**config.mk**
```make
export PLATFORM = sky130hd
export DESIGN_NAME = can_mode_ctrl
export DESIGN_NICKNAME = d
export VERILOG_FILES = /design/src/rtl/can_mode_pkg.sv /design/src/rtl/can_ctl_regs.sv /design/src/rtl/can_mode_fsm.sv /design/src/rtl/can_mode_ctrl.sv
export SDC_FILE = /design/constraint.sdc
export NUM_CORES = 1
export LEC_CHECK = 0
export BUFFER_PORTS_ARGS = -buffer_cell sky130_fd_sc_hd__buf_2
export CORE_ASPECT_RATIO = 0.6
export CORE_UTILIZATION = 23
export DETAILED_ROUTE_END_ITERATION = 8
export MAX_ROUTING_LAYER = met4
export PLACE_DENSITY_LB_ADDON = 0.08
export SLEW_MARGIN = 20
export SYNTH_ARGS = -nofsm -noshare
export SYNTH_HDL_FRONTEND = slang
export SYNTH_SLANG_ARGS = --single-unit
```
**constraint.sdc**
```tcl
create_clock -name clk -period 1.2 [get_ports clk]
set_clock_uncertainty 0.15 [all_clocks]
set_input_delay 0.36 -clock clk [delete_from_list [all_inputs] [get_ports clk]]
set_output_delay 0.36 -clock clk [all_outputs]
set_load 0.03 [all_outputs]
```
**src/rtl/can_mode_pkg.sv**
```systemverilog
package can_mode_pkg;

    localparam int unsigned MODE_LINES = 4;

    typedef enum logic [1:0] {
        ST_CONFIG   = 2'd0,
        ST_LOOPBACK = 2'd1,
        ST_SLEEP    = 2'd2,
        ST_NORMAL   = 2'd3
    } op_state_e;

    // Field positions inside the two words (LSB = bit 0)
    localparam int unsigned CTL_RST_BIT = 0;
    localparam int unsigned CTL_EN_BIT  = 1;
    localparam int unsigned REQ_SLP_BIT = 0;
    localparam int unsigned REQ_LB_BIT  = 1;

endpackage

```
**src/rtl/can_ctl_regs.sv**
```systemverilog
module can_ctl_regs #(
    parameter int unsigned ADDR_W    = 8,
    parameter int unsigned DATA_W    = 32,
    parameter int unsigned CTL_OFFS  = 0,
    parameter int unsigned REQ_OFFS  = 4
) (
    input  logic              clk,
    input  logic              rst_n,
    input  logic [ADDR_W-1:0] reg_addr,
    input  logic              reg_wr,
    input  logic [DATA_W-1:0] reg_wdata,
    input  logic              reg_rd,
    output logic [DATA_W-1:0] reg_rdata,
    output logic              en_nxt,
    output logic              lb_nxt,
    output logic              slp_nxt,
    output logic              en_cur,
    output logic              lb_cur,
    output logic              slp_cur,
    output logic              sw_rst
);
    import can_mode_pkg::*;

    localparam logic [ADDR_W-1:0] CTL_A = ADDR_W'(CTL_OFFS);
    localparam logic [ADDR_W-1:0] REQ_A = ADDR_W'(REQ_OFFS);

    // control word keeps bits DATA_W-1..1; bit 0 is a command, not storage
    logic [DATA_W-1:1] ctl_q, ctl_d;
    logic [DATA_W-1:0] req_q, req_d;
    logic [DATA_W-1:0] rdata_q, rsel;
    logic              hit_ctl, hit_req;

    assign hit_ctl = reg_wr && (reg_addr == CTL_A);
    assign hit_req = reg_wr && (reg_addr == REQ_A);
    assign sw_rst  = hit_ctl && reg_wdata[CTL_RST_BIT];

    always_comb begin
        ctl_d = ctl_q;
        req_d = req_q;
        if (sw_rst) begin
            ctl_d = '0;
            req_d = '0;
        end else begin
            if (hit_ctl) ctl_d = reg_wdata[DATA_W-1:1];
            if (hit_req) req_d = reg_wdata;
        end
    end

    always_ff @(posedge clk or negedge rst_n) begin
        if (!rst_n) begin
            ctl_q <= '0;
            req_q <= '0;
        end else begin
            ctl_q <= ctl_d;
            req_q <= req_d;
        end
    end

    always_comb begin
        if (reg_addr == CTL_A)      rsel = {ctl_q, 1'b0};
        else if (reg_addr == REQ_A) rsel = req_q;
        else                        rsel = '0;
    end

    always_ff @(posedge clk or negedge rst_n) begin
        if (!rst_n)      rdata_q <= '0;
        else if (reg_rd) rdata_q <= rsel;
    end

    assign reg_rdata = rdata_q;
    assign en_nxt    = ctl_d[CTL_EN_BIT];
    assign lb_nxt    = req_d[REQ_LB_BIT];
    assign slp_nxt   = req_d[REQ_SLP_BIT];
    assign en_cur    = ctl_q[CTL_EN_BIT];
    assign lb_cur    = req_q[REQ_LB_BIT];
    assign slp_cur   = req_q[REQ_SLP_BIT];

endmodule

```
**src/rtl/can_mode_fsm.sv**
```systemverilog
module can_mode_fsm (
    input  logic                                clk,
    input  logic                                rst_n,
    input  logic                                en_nxt,
    input  logic                                lb_nxt,
    input  logic                                slp_nxt,
    output logic [can_mode_pkg::MODE_LINES-1:0] mode_onehot
);
    import can_mode_pkg::*;

    op_state_e state_q, state_d;

    // transitions: disable / loop / doze / run
    always_comb begin
        if (!en_nxt)      state_d = ST_CONFIG;
        else if (lb_nxt)  state_d = ST_LOOPBACK;
        else if (slp_nxt) state_d = ST_SLEEP;
        else              state_d = ST_NORMAL;
    end

    always_ff @(posedge clk or negedge rst_n) begin
        if (!rst_n) state_q <= ST_CONFIG;
        else        state_q <= state_d;
    end

    always_comb begin
        mode_onehot = '0;
        unique case (state_q)
            ST_CONFIG:   mode_onehot[0] = 1'b1;
            ST_LOOPBACK: mode_onehot[1] = 1'b1;
            ST_SLEEP:    mode_onehot[2] = 1'b1;
            ST_NORMAL:   mode_onehot[3] = 1'b1;
            default:     mode_onehot    = '0;
        endcase
    end

endmodule

```
**src/rtl/can_mode_ctrl.sv**
```systemverilog
module can_mode_ctrl #(
    parameter int unsigned ADDR_W   = 8,
    parameter int unsigned DATA_W   = 32,
    parameter int unsigned CTL_OFFS = 0,
    parameter int unsigned REQ_OFFS = 4
) (
    input  logic              clk,
    input  logic              rst_n,
    input  logic [ADDR_W-1:0] reg_addr,
    input  logic              reg_wr,
    input  logic [DATA_W-1:0] reg_wdata,
    input  logic              reg_rd,
    output logic [DATA_W-1:0] reg_rdata,
    output logic [3:0]        mode_onehot
);
    logic en_nxt, lb_nxt, slp_nxt;
    logic en_cur, lb_cur, slp_cur;
    logic sw_rst;

    can_ctl_regs #(
        .ADDR_W(ADDR_W), .DATA_W(DATA_W),
        .CTL_OFFS(CTL_OFFS), .REQ_OFFS(REQ_OFFS)
    ) u_regs (
        .clk(clk), .rst_n(rst_n),
        .reg_addr(reg_addr), .reg_wr(reg_wr), .reg_wdata(reg_wdata),
        .reg_rd(reg_rd), .reg_rdata(reg_rdata),
        .en_nxt(en_nxt), .lb_nxt(lb_nxt), .slp_nxt(slp_nxt),
        .en_cur(en_cur), .lb_cur(lb_cur), .slp_cur(slp_cur),
        .sw_rst(sw_rst)
    );

    can_mode_fsm u_fsm (
        .clk(clk), .rst_n(rst_n),
        .en_nxt(en_nxt), .lb_nxt(lb_nxt), .slp_nxt(slp_nxt),
        .mode_onehot(mode_onehot)
    );

endmodule

```
* Word-level counts from Yosys, hierarchy flattened *
Index checks and enable logic that the tools add are counted.

cells by class
  equal/unequal tests = 4
  multiplexer cells = 13
  reductions and logical operators = 7

operators by type and width
  cell                number
  $mux 32             4
  $mux 31             2
  $eq 8x3->1 const B  1
  $logic_not 8->1     1
  $mux 1              5
  $eq 2x2->1 const B  2
  $mux 2              2
  $reduce_bool 2->1   2
  $logic_and 1x1->1   3
  $eq 2x1->1 const B  1
  $logic_not 2->1     1

word-level totals
  flip-flop bits (word level) = 97
  output and inout bits = 36
  word-level logic and storage cells = 30

* Logic depth before layout (Yosys ltp) *
Gate-level depths: netlist of run 1.

  depth after elaboration = 7
  depth in mapped cells = 6
  mapped depth without buffers = 4

* Cells and area by module *
A second synthesis of run 1 with hierarchy kept.

second synthesis, totals
  cell total of the unflattened synthesis = 326
  area total of the unflattened synthesis = 4124.0 um^2

by module, submodules not included
  module        instances  cells each  area each (um^2)
  can_ctl_regs  1          317         4030.1
  can_mode_fsm  1          9           93.8

* Least setup slack after synthesis of run 1 *
OpenSTA, ideal clock, no wires.

  kind = input -> register
  from = input reg_addr[5]
  to = register u_regs.req_q[13]
  data arrival time = 1.278 ns
  required time = 0.929 ns
  setup slack = -0.349 ns
  stages on the path = 5
  path through = nor4_4 -> and2_4 -> o21ai_4 -> buf_6 -> a22o_1

on the way
  word-level cells in the longest chain between the ends = 4
  elaborated cells between the ends (all ways) = 7
  classes of those cells = eq/ne: 1; mux: 1; reduce/logical: 5

ends and longest elaborated chain
  element                                       RTL line            RTL
  start: declaration                            can_mode_ctrl.sv:9  input logic [ADDR_W-1:0] reg_addr,
  $logic_not 8->1                               can_ctl_regs.sv:33  assign hit_ctl = reg_wr && (reg_addr == CTL_A);
  $logic_and 1x1->1                             can_ctl_regs.sv:33
  $logic_and 1x1->1                             can_ctl_regs.sv:35  assign sw_rst = hit_ctl && reg_wdata[CTL_RST_BIT];
  $mux 32 or $reduce_bool 2->1 (tied branches)  n/a
  end signal: assignment                        can_ctl_regs.sv:55  req_q <= req_d;
  end: declaration                              can_ctl_regs.sv:29  logic [DATA_W-1:0] req_q, req_d;

Parallel ways exist; a longest one is shown, timed or not.
A chain may end at the register's enable or synchronous reset.

* Final worst setup path of run 1 *
  from = register u_fsm.state_q[0]
  to = output mode_onehot[3]

on the way
  word-level cells in the longest chain between the ends = 2

ends and longest elaborated chain
  element                   RTL line             RTL
  start: declaration        can_mode_fsm.sv:11   op_state_e state_q, state_d;
  start signal: assignment  can_mode_fsm.sv:23   else state_q <= state_d;
  $eq 2x2->1                can_mode_fsm.sv:28   unique case (state_q)
  $mux 1                    can_mode_fsm.sv:28
  end: declaration          can_mode_ctrl.sv:14  output logic [3:0] mode_onehot

Every way passes these cells.

==> results.sh, run 1 <==
export IMPL_timing_final_crit_share_pct=134
export IMPL_synth_top_area_cell="sky130_fd_sc_hd__dfrtp_1"
export IMPL_post_route_worst_setup_slack_ps=-412
export IMPL_cp_slowest_stage_delay_ps=460
export IMPL_failed_checks="setup timing"
export IMPL_drt_iter0_drc=150
export IMPL_design_final_nets=537
export IMPL_cell_family_with_the_largest_share_of_critical_path_delay="flip-flops"
export IMPL_vias=3249
export IMPL_postRouteWirelength_um=13500
export IMPL_cp_data_required_time_ps=690
export IMPL_setup_worst_path_start_class="flip-flop"
export IMPL_postSynthRegisterBits=97
export IMPL_cell_area_after_synthesis_um2=4180
export IMPL_timing_hold_worst_class="input pin to flip-flop"
export IMPL_detail_route_antenna_nets=0
export IMPL_clock_sinks=97
export IMPL_post_synth_num_cell_types=31
export IMPL_slew_viol_final=0
export IMPL_p_leak_nw=2.93
export IMPL_timing_critical_path_to_type="output pin"
export IMPL_dp_hpwl_um=7810
export IMPL_global_route_usage_total_pct=14.0
export IMPL_final_area_um2=6580
export IMPL_rows=37
export IMPL_area_growth_synth_to_final_pct=57.4
export IMPL_worst_skew_pair_late_latency_ps=340
export IMPL_htreeDepth=3
export IMPL_dieArea_um2=18700
export IMPL_io_buffers=79
export IMPL_num_fill_cells=1715
export IMPL_maxCapViolCount=0
export IMPL_synthesis_nets=412
export IMPL_placeableCoreArea_um2=17500
export IMPL_io_pins=80
export IMPL_synth_yosys_warnings=0
export IMPL_syn_avg_cell_area_um2=11.4
export IMPL_slew_headroom_pct=74.1
export IMPL_drtPass1Iterations=4
export IMPL_post_dp_cell_area_um2=5010
export IMPL_post_route_min_period_ps=1610
export IMPL_viasPerCell=4.44
export IMPL_first_pass_grt_wire_length_um=19200
export IMPL_globalRouteOverflowTotal=0
export IMPL_synth_seq_area_share_pct=58.0
export IMPL_critical_path_slowest_cell="sky130_fd_sc_hd__dfrtp_2"
export IMPL_report_final_setup_viol=133
export IMPL_cp_data_arrival_time_ps=1100
export IMPL_syn_inst=368
export IMPL_drive_gt1_share_pct=50.8
export IMPL_cells_traversed_along_the_worst_timing_path="and2_4, buf_6"
export IMPL_powerDensity_nw_per_um2=1070
export IMPL_peakVddDrop_mv=0.676
export IMPL_netlist_area_leader_share_pct=58.0
export IMPL_critPathKind="flip-flop to output pin"
export IMPL_chipHeight_um=106
export IMPL_numPlacedInstances=680
export IMPL_peak_fanout_along_the_critical_path=4
export IMPL_grt_pass1_vias=3205
export IMPL_cts_tree="built"
export IMPL_cts_bufs_inserted=9
export IMPL_final_weighted_congestion_in_routability_driven_placement=0.746
export IMPL_grt_setup_unrepaired="yes"
export IMPL_floorplan_initialDensity_pct=24.0
export IMPL_synth_area_leaders="sky130_fd_sc_hd__dfrtp_1, sky130_fd_sc_hd__mux2i_1, sky130_fd_sc_hd__a22o_1"
export IMPL_hold_viol=0
export IMPL_run_status="complete, but fails checks"
export IMPL_fmaxAchievable_ghz=0.620
export IMPL_detail_route_drc_violations=0
export IMPL_cts_root_buffer="sky130_fd_sc_hd__clkbuf_16"
export IMPL_cts_reportedPaths_clkPinSlew_ps=70
export IMPL_chipWidth_um=176
export IMPL_grt_max_degree=41
export IMPL_critPathBufInv=1
export IMPL_stdcell_count=732
export IMPL_max_clock_path_buffers=2
export IMPL_holdWs_ps=112
export IMPL_antenna_diode_count=0
export IMPL_grt_antenna_before_repair=0
export IMPL_worst_margin_pin_slew_ps=388
export IMPL_routed_wire_length_per_instance_um=18.4
## per-layer routing
layer	global-route usage, %	vias to the layer above	share of wire (%)
met3	2.68	9	2.3
met5	-	-	0
met4	4.10	0	1.1
met1	20.2	1655	53
met2	19.7	51	44
li1	-	1534	-
## final timing paths
kind	start	end	slack, ps	cells past startpoint
max reg2reg	u_regs.req_q[1]$_DFF_PN0_	u_fsm.state_q[0]$_DFF_PN0_	40	3
min in group asynchronous	rst_n	u_regs.reg_rdata[5]$_DFFE_PN0P_	300	2
min reg2reg	u_regs.ctl_q[2]$_DFFE_PN0P_	u_regs.ctl_q[2]$_DFFE_PN0P_	340	2
min	reg_wdata[10]	u_regs.req_q[10]$_DFFE_PN0P_	110	2
max	u_fsm.state_q[0]$_DFF_PN0_	mode_onehot[3]	-410	2
max in group asynchronous	rst_n	u_fsm.state_q[1]$_DFF_PN0_	110	3
## cell type report
type | count | area (um^2) | area share, %
clock buffers | 12 | 256 | 3.90
clock inverters | 4 | 51.3 | 0.780
inverters | 36 | 139 | 2.11
multi-input cells | 210 | 2000 | 30.3
flip-flops and latches | 97 | 2430 | 36.9
well taps | 234 | 293 | 4.45
repair buffers | 139 | 1420 | 21.5
## registers in the layout (all words and copies together) (netlist names)
signal / count
u_regs.ctl_q: 31
u_regs.req_q: 32
u_fsm.state_q: 2
u_regs.reg_rdata: 32
## per-stage QoR
step	power [mW]	setup slack, ps	TNS [ps]	util [%]
final	7.04	-412	-22940	37.7
after global routing	7.36	-449	-30160	37.7
after CTS	7.09	-428	-20990	34.6
after detailed placement	3.99	-585	-52070	28.7
after global placement	3.99	-566	-51030	28.7
after floorplan	3.69	-341	-24680	-
## cell usage after synthesis
| cell type | instances |
|---|---|
| sky130_fd_sc_hd__dfrtp_1 | 97 |
| sky130_fd_sc_hd__inv_1 | 36 |
| sky130_fd_sc_hd__mux2i_1 | 32 |
| sky130_fd_sc_hd__nand2_1 | 32 |
| sky130_fd_sc_hd__nand2b_1 | 31 |
| sky130_fd_sc_hd__o22ai_1 | 31 |
| sky130_fd_sc_hd__a22o_1 | 30 |
| sky130_fd_sc_hd__o21ai_0 | 29 |
| sky130_fd_sc_hd__clkbuf_1 | 12 |
| sky130_fd_sc_hd__buf_6 | 7 |
| sky130_fd_sc_hd__buf_2 | 6 |
| sky130_fd_sc_hd__a22o_2 | 2 |
| sky130_fd_sc_hd__clkbuf_8 | 2 |
| sky130_fd_sc_hd__nor2_1 | 2 |
| sky130_fd_sc_hd__nor2b_1 | 2 |
| sky130_fd_sc_hd__o21ai_1 | 2 |
| sky130_fd_sc_hd__a211oi_1 | 1 |
| sky130_fd_sc_hd__a2bb2oi_1 | 1 |
| sky130_fd_sc_hd__a31oi_1 | 1 |
| sky130_fd_sc_hd__and2_1 | 1 |
| sky130_fd_sc_hd__and2_4 | 1 |
| sky130_fd_sc_hd__and3_2 | 1 |
| sky130_fd_sc_hd__nand3_1 | 1 |
| sky130_fd_sc_hd__nand3_2 | 1 |
| sky130_fd_sc_hd__nand4b_1 | 1 |
| sky130_fd_sc_hd__nor3_1 | 1 |
| sky130_fd_sc_hd__nor4_4 | 1 |
| sky130_fd_sc_hd__nor4b_4 | 1 |
| sky130_fd_sc_hd__o21ai_4 | 1 |
| sky130_fd_sc_hd__o31ai_1 | 1 |
| sky130_fd_sc_hd__o32ai_1 | 1 |
## where the power goes
part	switching, mW	internal (mW)
Combinational	0.342	0.287
Clock	1.27	1.73
Sequential	0.0618	3.35
Total	1.67	5.37
## kinds of logic after synthesis
group                  share of synthesized area (%)
buffers and inverters                           7.57
multiplexers                                    7.66
flip-flops                                      58.0
AND/OR/NAND/NOR                                 10.3
AO/OA/AOI/OAI                                   16.4
## timing repair
item / CTS / global route
endpoints found under the hold margin: 12 / 0
resized for setup: 136 / 76
buffers inserted: 11 / 14
endpoints found under the setup margin: 132 / 133
pin swaps: 39 / 15
hold buffers: 1 / 0
gates cloned: 2 / 11
## layout by cell type, fill, tap and decap left out, drive strengths merged, types with 4 or more instances in the layout
cell type / count
inv: 35
dfrtp: 97
a22o: 32
nand3: 4
mux2i: 32
clkbuf: 17
nand2b: 31
o21ai: 32
buf: 133
nand2: 32
o22ai: 31
No activity file was read; power rests on OpenSTA's default activity.
==> inputs of run 2 (changes only) <==
Settings changed: PLACE_DENSITY_LB_ADDON 0.08 to not set.
==> run 2 against run 1 <==
  * The run still ends with setup timing left
  * Global-route usage is 2.2 points higher
  * Sequential power is essentially flat
  * First-iteration DRC count is 19% higher
  * Fmax shrank 1.1%
  * Critical endpoint unchanged
  * Combinational power is 3.7% higher
  * Clock power down 5%
  * Die area stayed put
  * Routed wire length rose by 4.4%
  * Critical path depth unchanged
  * Largest cell class unchanged
  * Cell area grew 4.8%
==> results.sh, run 2 (synthesis gave the netlist of run 1 again) <==
export IMPL_run_status="complete, but fails checks"
export IMPL_failed_checks="setup timing"
export IMPL_cts_bufs_inserted=9
export IMPL_multi_input_comb_area_um2=2040
export IMPL_timing_critical_path_to_type="output pin"
export IMPL_htreeDepth=3
export IMPL_powerDensity_nw_per_um2=1000
export IMPL_p_leak_nw=3.09
export IMPL_setup_worst_path_start_class="flip-flop"
export IMPL_postLayoutCoreUtil_pct=39.5
export IMPL_final_weighted_congestion_in_routability_driven_placement=0.810
export IMPL_maxCapViolCount=0
export IMPL_detail_route_drc_violations=0
export IMPL_post_route_worst_setup_slack_ps=-430
export IMPL_holdWs_ps=91.4
export IMPL_global_route_usage_total_pct=16.2
export IMPL_chipWidth_um=176
export IMPL_dp_hpwl_um=7640
export IMPL_slew_headroom_pct=74.1
export IMPL_design_final_nets=552
export IMPL_endpoint_of_the_worst_slack_reg_to_reg_timing_path="u_regs.reg_rdata[1]$_DFFE_PN0P_"
export IMPL_grt_antenna_before_repair=3
export IMPL_io_pins=80
export IMPL_postRouteWirelength_um=14000
export IMPL_io_buffers=79
export IMPL_register_to_register_path_depth=3
export IMPL_critPathKind="flip-flop to output pin"
export IMPL_numPlacedInstances=685
export IMPL_first_pass_grt_wire_length_um=21900
export IMPL_cts_tree="built"
export IMPL_chipHeight_um=106
export IMPL_slew_viol_final=0
export IMPL_peakVddDrop_mv=0.617
export IMPL_post_route_min_period_ps=1630
export IMPL_clock_sinks=97
export IMPL_post_dp_cell_area_um2=5060
export IMPL_final_cell_mix="sky130_fd_sc_hd__dfrtp_1, sky130_fd_sc_hd__buf_6, sky130_fd_sc_hd__buf_2, sky130_fd_sc_hd__buf_4, sky130_fd_sc_hd__inv_1"
export IMPL_cts_reportedPaths_clkPinSlew_ps=80
export IMPL_report_final_setup_viol=132
export IMPL_rows=37
export IMPL_viasPerCell=4.59
export IMPL_mostFrequentLayoutCell="sky130_fd_sc_hd__dfrtp_1"
export IMPL_floorplan_initialDensity_pct=24.0
export IMPL_grt_setup_unrepaired="yes"
export IMPL_routed_wire_length_per_instance_um=18.7
export IMPL_placeableCoreArea_um2=17500
export IMPL_peak_fanout_along_the_critical_path=4
export IMPL_timing_final_crit_share_pct=136
export IMPL_cp_data_arrival_time_ps=1120
export IMPL_vias=3445
export IMPL_drtPass1Iterations=4
export IMPL_cp_data_required_time_ps=690
export IMPL_launching_point_of_the_worst_reg2reg_path="u_regs.req_q[1]$_DFF_PN0_"
export IMPL_regToRegSetupSlack_ps=-20
export IMPL_fmaxAchievable_ghz=0.613
export IMPL_register_area_um2=2430
export IMPL_post_place_ws_ps=-587
export IMPL_max_clock_path_buffers=2
export IMPL_globalRouteOverflowTotal=0
export IMPL_dieArea_um2=18700
export IMPL_timing_hold_worst_class="input pin to flip-flop"
export IMPL_worst_hold_path_endpoint="u_regs.req_q[20]$_DFFE_PN0P_"
export IMPL_grt_pass1_vias=3724
export IMPL_drt_iter0_drc=179
export IMPL_stdcell_count=750
export IMPL_hold_viol=0
export IMPL_worst_margin_pin_slew_ps=389
export IMPL_worst_skew_pair_late_latency_ps=360
export IMPL_num_fill_cells=1654
export IMPL_detail_route_antenna_nets=0
export IMPL_hold_path_startpoint="reg_wdata[20]"
export IMPL_final_area_um2=6900
export IMPL_drive_gt1_share_pct=53.4
export IMPL_worstHoldPathCells=2
export IMPL_cts_root_buffer="sky130_fd_sc_hd__clkbuf_16"
export IMPL_grt_max_degree=34
export IMPL_area_growth_synth_to_final_pct=65.0
==> run 2: changes by cell type in the layout (fill, tap and decap cells not counted), sizes merged <==
cell / previous run / this run
clkbuf: 17 / 9
bufinv: 1 / 0
nand3: 4 / 2
inv: 35 / 40
diode: 0 / 3
buf: 133 / 155
clkinvlp: 2 / 1
==> run 2: worst max path at each step <==
stage / start / end / cells after the start
2_1_floorplan: reg_addr[5] / u_regs.req_q[13]$_DFFE_PN0P_ / 5
3_3_place_gp: reg_addr[3] / u_regs.req_q[14]$_DFFE_PN0P_ / 6
3_5_place_dp: reg_addr[3] / u_regs.req_q[10]$_DFFE_PN0P_ / 6
4_1_cts: u_fsm.state_q[0]$_DFF_PN0_ / mode_onehot[3] / 2
5_1_grt: u_fsm.state_q[1]$_DFF_PN0_ / mode_onehot[2] / 2
6_report: u_fsm.state_q[0]$_DFF_PN0_ / mode_onehot[3] / 2
==> run 2: what timing repair did <==
item | CTS | global route
hold endpoints to repair | 18 | 0
pin swaps | 30 | 25
cloned | 13 | 0
gates resized for setup | 178 | 64
setup endpoints to repair | 133 | 133
hold buffers | 1 | 0
buffers inserted | 24 | 16
==> run 2: worst max-delay path, stage by stage (launching register included) <==
cell and delay, ps:
sky130_fd_sc_hd__dfrtp_2 470, sky130_fd_sc_hd__and2_4 180, sky130_fd_sc_hd__buf_6 130
==> run 2: metrics by stage <==
stage | setup TNS (ps) | power [mW]
finish | -30800 | 6.92
global route | -35740 | 7.20
CTS | -29910 | 6.92
detailed placement | -50820 | 4.00
global placement | -47190 | 3.98
floorplan | -24680 | 3.69
==> run 2: metal layers <==
layer	wire (um)	GRT usage, %
met1	6600	21.4
met2	6750	25.4
met3	626	4.04
met4	73	2.80
met5	0	-
==> run 2: power by group <==
part / switching, mW / total [mW] / internal (mW)
Sequential: 0.0661 / 3.41 / 3.35
Clock: 1.40 / 2.85 / 1.45
Combinational: 0.347 / 0.652 / 0.305
Total: 1.81 / 6.92 / 5.10
==> run 2: area by class of cell <==
cell class	instances	area share, %
diodes	3	0.109
clock buffers	9	3.26
inverters	36	1.96
flip-flops and latches	97	35.2
clock inverters	7	0.889
repair buffers	156	24.7
multi-input cells	208	29.6
well taps	234	4.24
==> inputs of run 3 (changes only) <==
--- a/config.mk
+++ b/config.mk
@@ -10,2 +10,3 @@
 export CORE_UTILIZATION = 23
+export CTS_BUF_LIST = sky130_fd_sc_hd__clkbuf_16
 export DETAILED_ROUTE_END_ITERATION = 8
--- a/constraint.sdc
+++ b/constraint.sdc
@@ -4,2 +4,2 @@
 set_output_delay 0.36 -clock clk [all_outputs]
-set_load 0.03 [all_outputs]
+set_load 0.05 [all_outputs]
==> run 3 against run 2 <==
  * The run still ends with setup timing left
  * Largest cell class unchanged
  * Critical path depth unchanged
  * Die area did not move
  * Critical endpoint is now mode_onehot[2]
  * Clock power is 2% lower
==> results.sh, run 3 (synthesis gave the netlist of run 1 again) <==
export IMPL_critical_path_slowest_cell="sky130_fd_sc_hd__dfrtp_2"
export IMPL_chipWidth_um=176
export IMPL_global_route_usage_total_pct=16.0
export IMPL_slew_viol_final=0
export IMPL_chipHeight_um=106
export IMPL_vias=3495
export IMPL_cp_data_arrival_time_ps=1180
export IMPL_final_cell_mix="sky130_fd_sc_hd__dfrtp_1, sky130_fd_sc_hd__buf_6, sky130_fd_sc_hd__buf_4"
export IMPL_drtPass1Iterations=4
export IMPL_drive_gt1_share_pct=55.1
export IMPL_dieArea_um2=18700
export IMPL_placeableCoreArea_um2=17500
export IMPL_grt_setup_unrepaired="yes"
export IMPL_viasPerCell=4.63
export IMPL_num_fill_cells=1615
export IMPL_failed_checks="setup timing"
export IMPL_critPathKind="flip-flop to output pin"
export IMPL_area_growth_synth_to_final_pct=69.5
export IMPL_power_share_sequential_pct=49.6
export IMPL_stdcell_count=755
export IMPL_mostFrequentLayoutCell="sky130_fd_sc_hd__dfrtp_1"
export IMPL_postRouteWirelength_um=14100
export IMPL_routed_wire_length_per_instance_um=18.7
export IMPL_cp_data_required_time_ps=690
export IMPL_grt_max_degree=33
export IMPL_hold_viol=0
export IMPL_fmaxAchievable_ghz=0.591
export IMPL_peak_fanout_along_the_critical_path=4
export IMPL_powerDensity_nw_per_um2=972
export IMPL_cts_tree="built"
export IMPL_maxCapViolCount=0
export IMPL_report_final_setup_viol=133
export IMPL_holdWs_ps=109
export IMPL_timing_final_crit_share_pct=141
export IMPL_worst_hold_path_endpoint="u_regs.req_q[14]$_DFFE_PN0P_"
export IMPL_cp_slowest_stage_delay_ps=470
export IMPL_rows=37
export IMPL_worst_skew_pair_late_latency_ps=350
export IMPL_clock_sinks=97
export IMPL_power_switching_fraction_pct=26.0
export IMPL_post_route_min_period_ps=1690
export IMPL_final_area_um2=7090
export IMPL_numPlacedInstances=685
export IMPL_max_clock_path_buffers=2
export IMPL_htreeDepth=3
export IMPL_globalRouteOverflowTotal=0
export IMPL_p_int_mw=5.10
export IMPL_antenna_diode_count=0
export IMPL_hold_path_startpoint="reg_wdata[14]"
export IMPL_post_layout_total_power_mw=6.89
export IMPL_regToRegSetupSlack_ps=0
export IMPL_worst_margin_pin_slew_ps=365
export IMPL_clockPowerShare_pct=40.6
export IMPL_post_route_worst_setup_slack_ps=-491
export IMPL_first_pass_grt_wire_length_um=21600
export IMPL_timing_hold_worst_class="input pin to flip-flop"
export IMPL_cts_bufs_inserted=9
export IMPL_cts_root_buffer="sky130_fd_sc_hd__clkbuf_16"
export IMPL_io_buffers=79
export IMPL_peakVddDrop_mv=0.682
export IMPL_dp_hpwl_um=8110
export IMPL_io_pins=80
export IMPL_slew_headroom_pct=75.0
export IMPL_grt_pass1_vias=3633
export IMPL_p_leak_nw=3.14
export IMPL_post_dp_cell_area_um2=5070
export IMPL_cell_family_with_the_largest_share_of_critical_path_delay="flip-flops"
export IMPL_final_weighted_congestion_in_routability_driven_placement=0.814
export IMPL_cells_traversed_along_the_worst_timing_path="nor2b_4, buf_8"
export IMPL_design_final_nets=560
export IMPL_cts_reportedPaths_clkPinSlew_ps=70
export IMPL_setup_worst_path_start_class="flip-flop"
export IMPL_endpoint_of_the_worst_slack_reg_to_reg_timing_path="u_fsm.state_q[0]$_DFF_PN0_"
export IMPL_floorplan_initialDensity_pct=24.0
export IMPL_register_to_register_path_depth=3
export IMPL_grt_antenna_before_repair=0
export IMPL_postLayoutCoreUtil_pct=40.6
export IMPL_drt_iter0_drc=222
export IMPL_detail_route_antenna_nets=0
export IMPL_timing_critical_path_to_type="output pin"
export IMPL_detail_route_drc_violations=0
export IMPL_launching_point_of_the_worst_reg2reg_path="u_regs.req_q[1]$_DFF_PN0_"
export IMPL_power_switching_mw=1.79
export IMPL_comb_power_share_pct=9.7
export IMPL_critPathBufInv=1
export IMPL_worstHoldPathCells=2
export IMPL_run_status="complete, but fails checks"
export IMPL_worstSetupStartpoint="u_fsm.state_q[1]$_DFF_PN0_"
## run 3: changes by cell type in the layout (fill, tap and decap cells not counted), sizes merged
cell,change
buf,+6
clkbuf,+1
diode,-3
nand3,+1
## run 3: per-stage QoR
stage | worst slack, ps | TNS, ps
6_report | -491 | -30650
5_1_grt | -533 | -36050
4_1_cts | -459 | -30480
3_5_place_dp | -560 | -50600
3_3_place_gp | -535 | -48160
2_1_floorplan | -341 | -24820
## run 3: repair_timing
item	4_1_cts	5_1_grt
hold buffers	1	0
gates cloned	17	1
endpoints found under the hold margin	14	0
setup endpoints to repair	133	133
setup buffers	26	19
pin swaps	54	31
gates resized for setup	192	69
## run 3: final cells by class
class,instances,area [um^2],area share [%]
Timing Repair Buffer,163,1800,25.4
Tap cell,234,293,4.13
Multi-Input combinational cell,209,2150,30.3
Clock inverter,7,60.1,0.847
Sequential cell,97,2430,34.3
Clock buffer,9,225,3.18
Inverter,36,135,1.91
## run 3: how the worst max path moves through the flow
stage                              endpoint  depth (start not counted)  slack (ps)
6_report                     mode_onehot[2]                          2        -490
5_1_grt                      mode_onehot[2]                          2        -530
4_1_cts                      mode_onehot[2]                          2        -460
3_5_place_dp   u_regs.req_q[31]$_DFFE_PN0P_                          6        -560
3_3_place_gp   u_regs.req_q[31]$_DFFE_PN0P_                          6        -540
2_1_floorplan  u_regs.req_q[13]$_DFFE_PN0P_                          5        -340
## run 3: routing by layer
| layer | vias to the layer above | wire length (um) | track usage, % |
|---|---|---|---|
| met1 | 1794 | 6550 | 21.7 |
| met3 | 17 | 735 | 3.83 |
| met2 | 98 | 6640 | 24.1 |
| met4 | 0 | 172 | 3.54 |
| li1 | 1586 | - | - |
| met5 | - | 0 | - |
## run 3: worst register-to-register path: stages (launching register included)
cell,delay [ps]
sky130_fd_sc_hd__dfrtp_1,430
sky130_fd_sc_hd__nand2b_1,200
sky130_fd_sc_hd__a31oi_2,210
sky130_fd_sc_hd__mux2i_2,100
## run 3: power groups by stage
stage	logic, mW	clock network, mW	registers (mW)
after global placement	0.524	0	3.46
after detailed placement	0.538	0	3.46
after global routing	0.724	3.00	3.43
after floorplan	0.245	0	3.45
after CTS	0.627	2.85	3.41
final	0.671	2.80	3.42
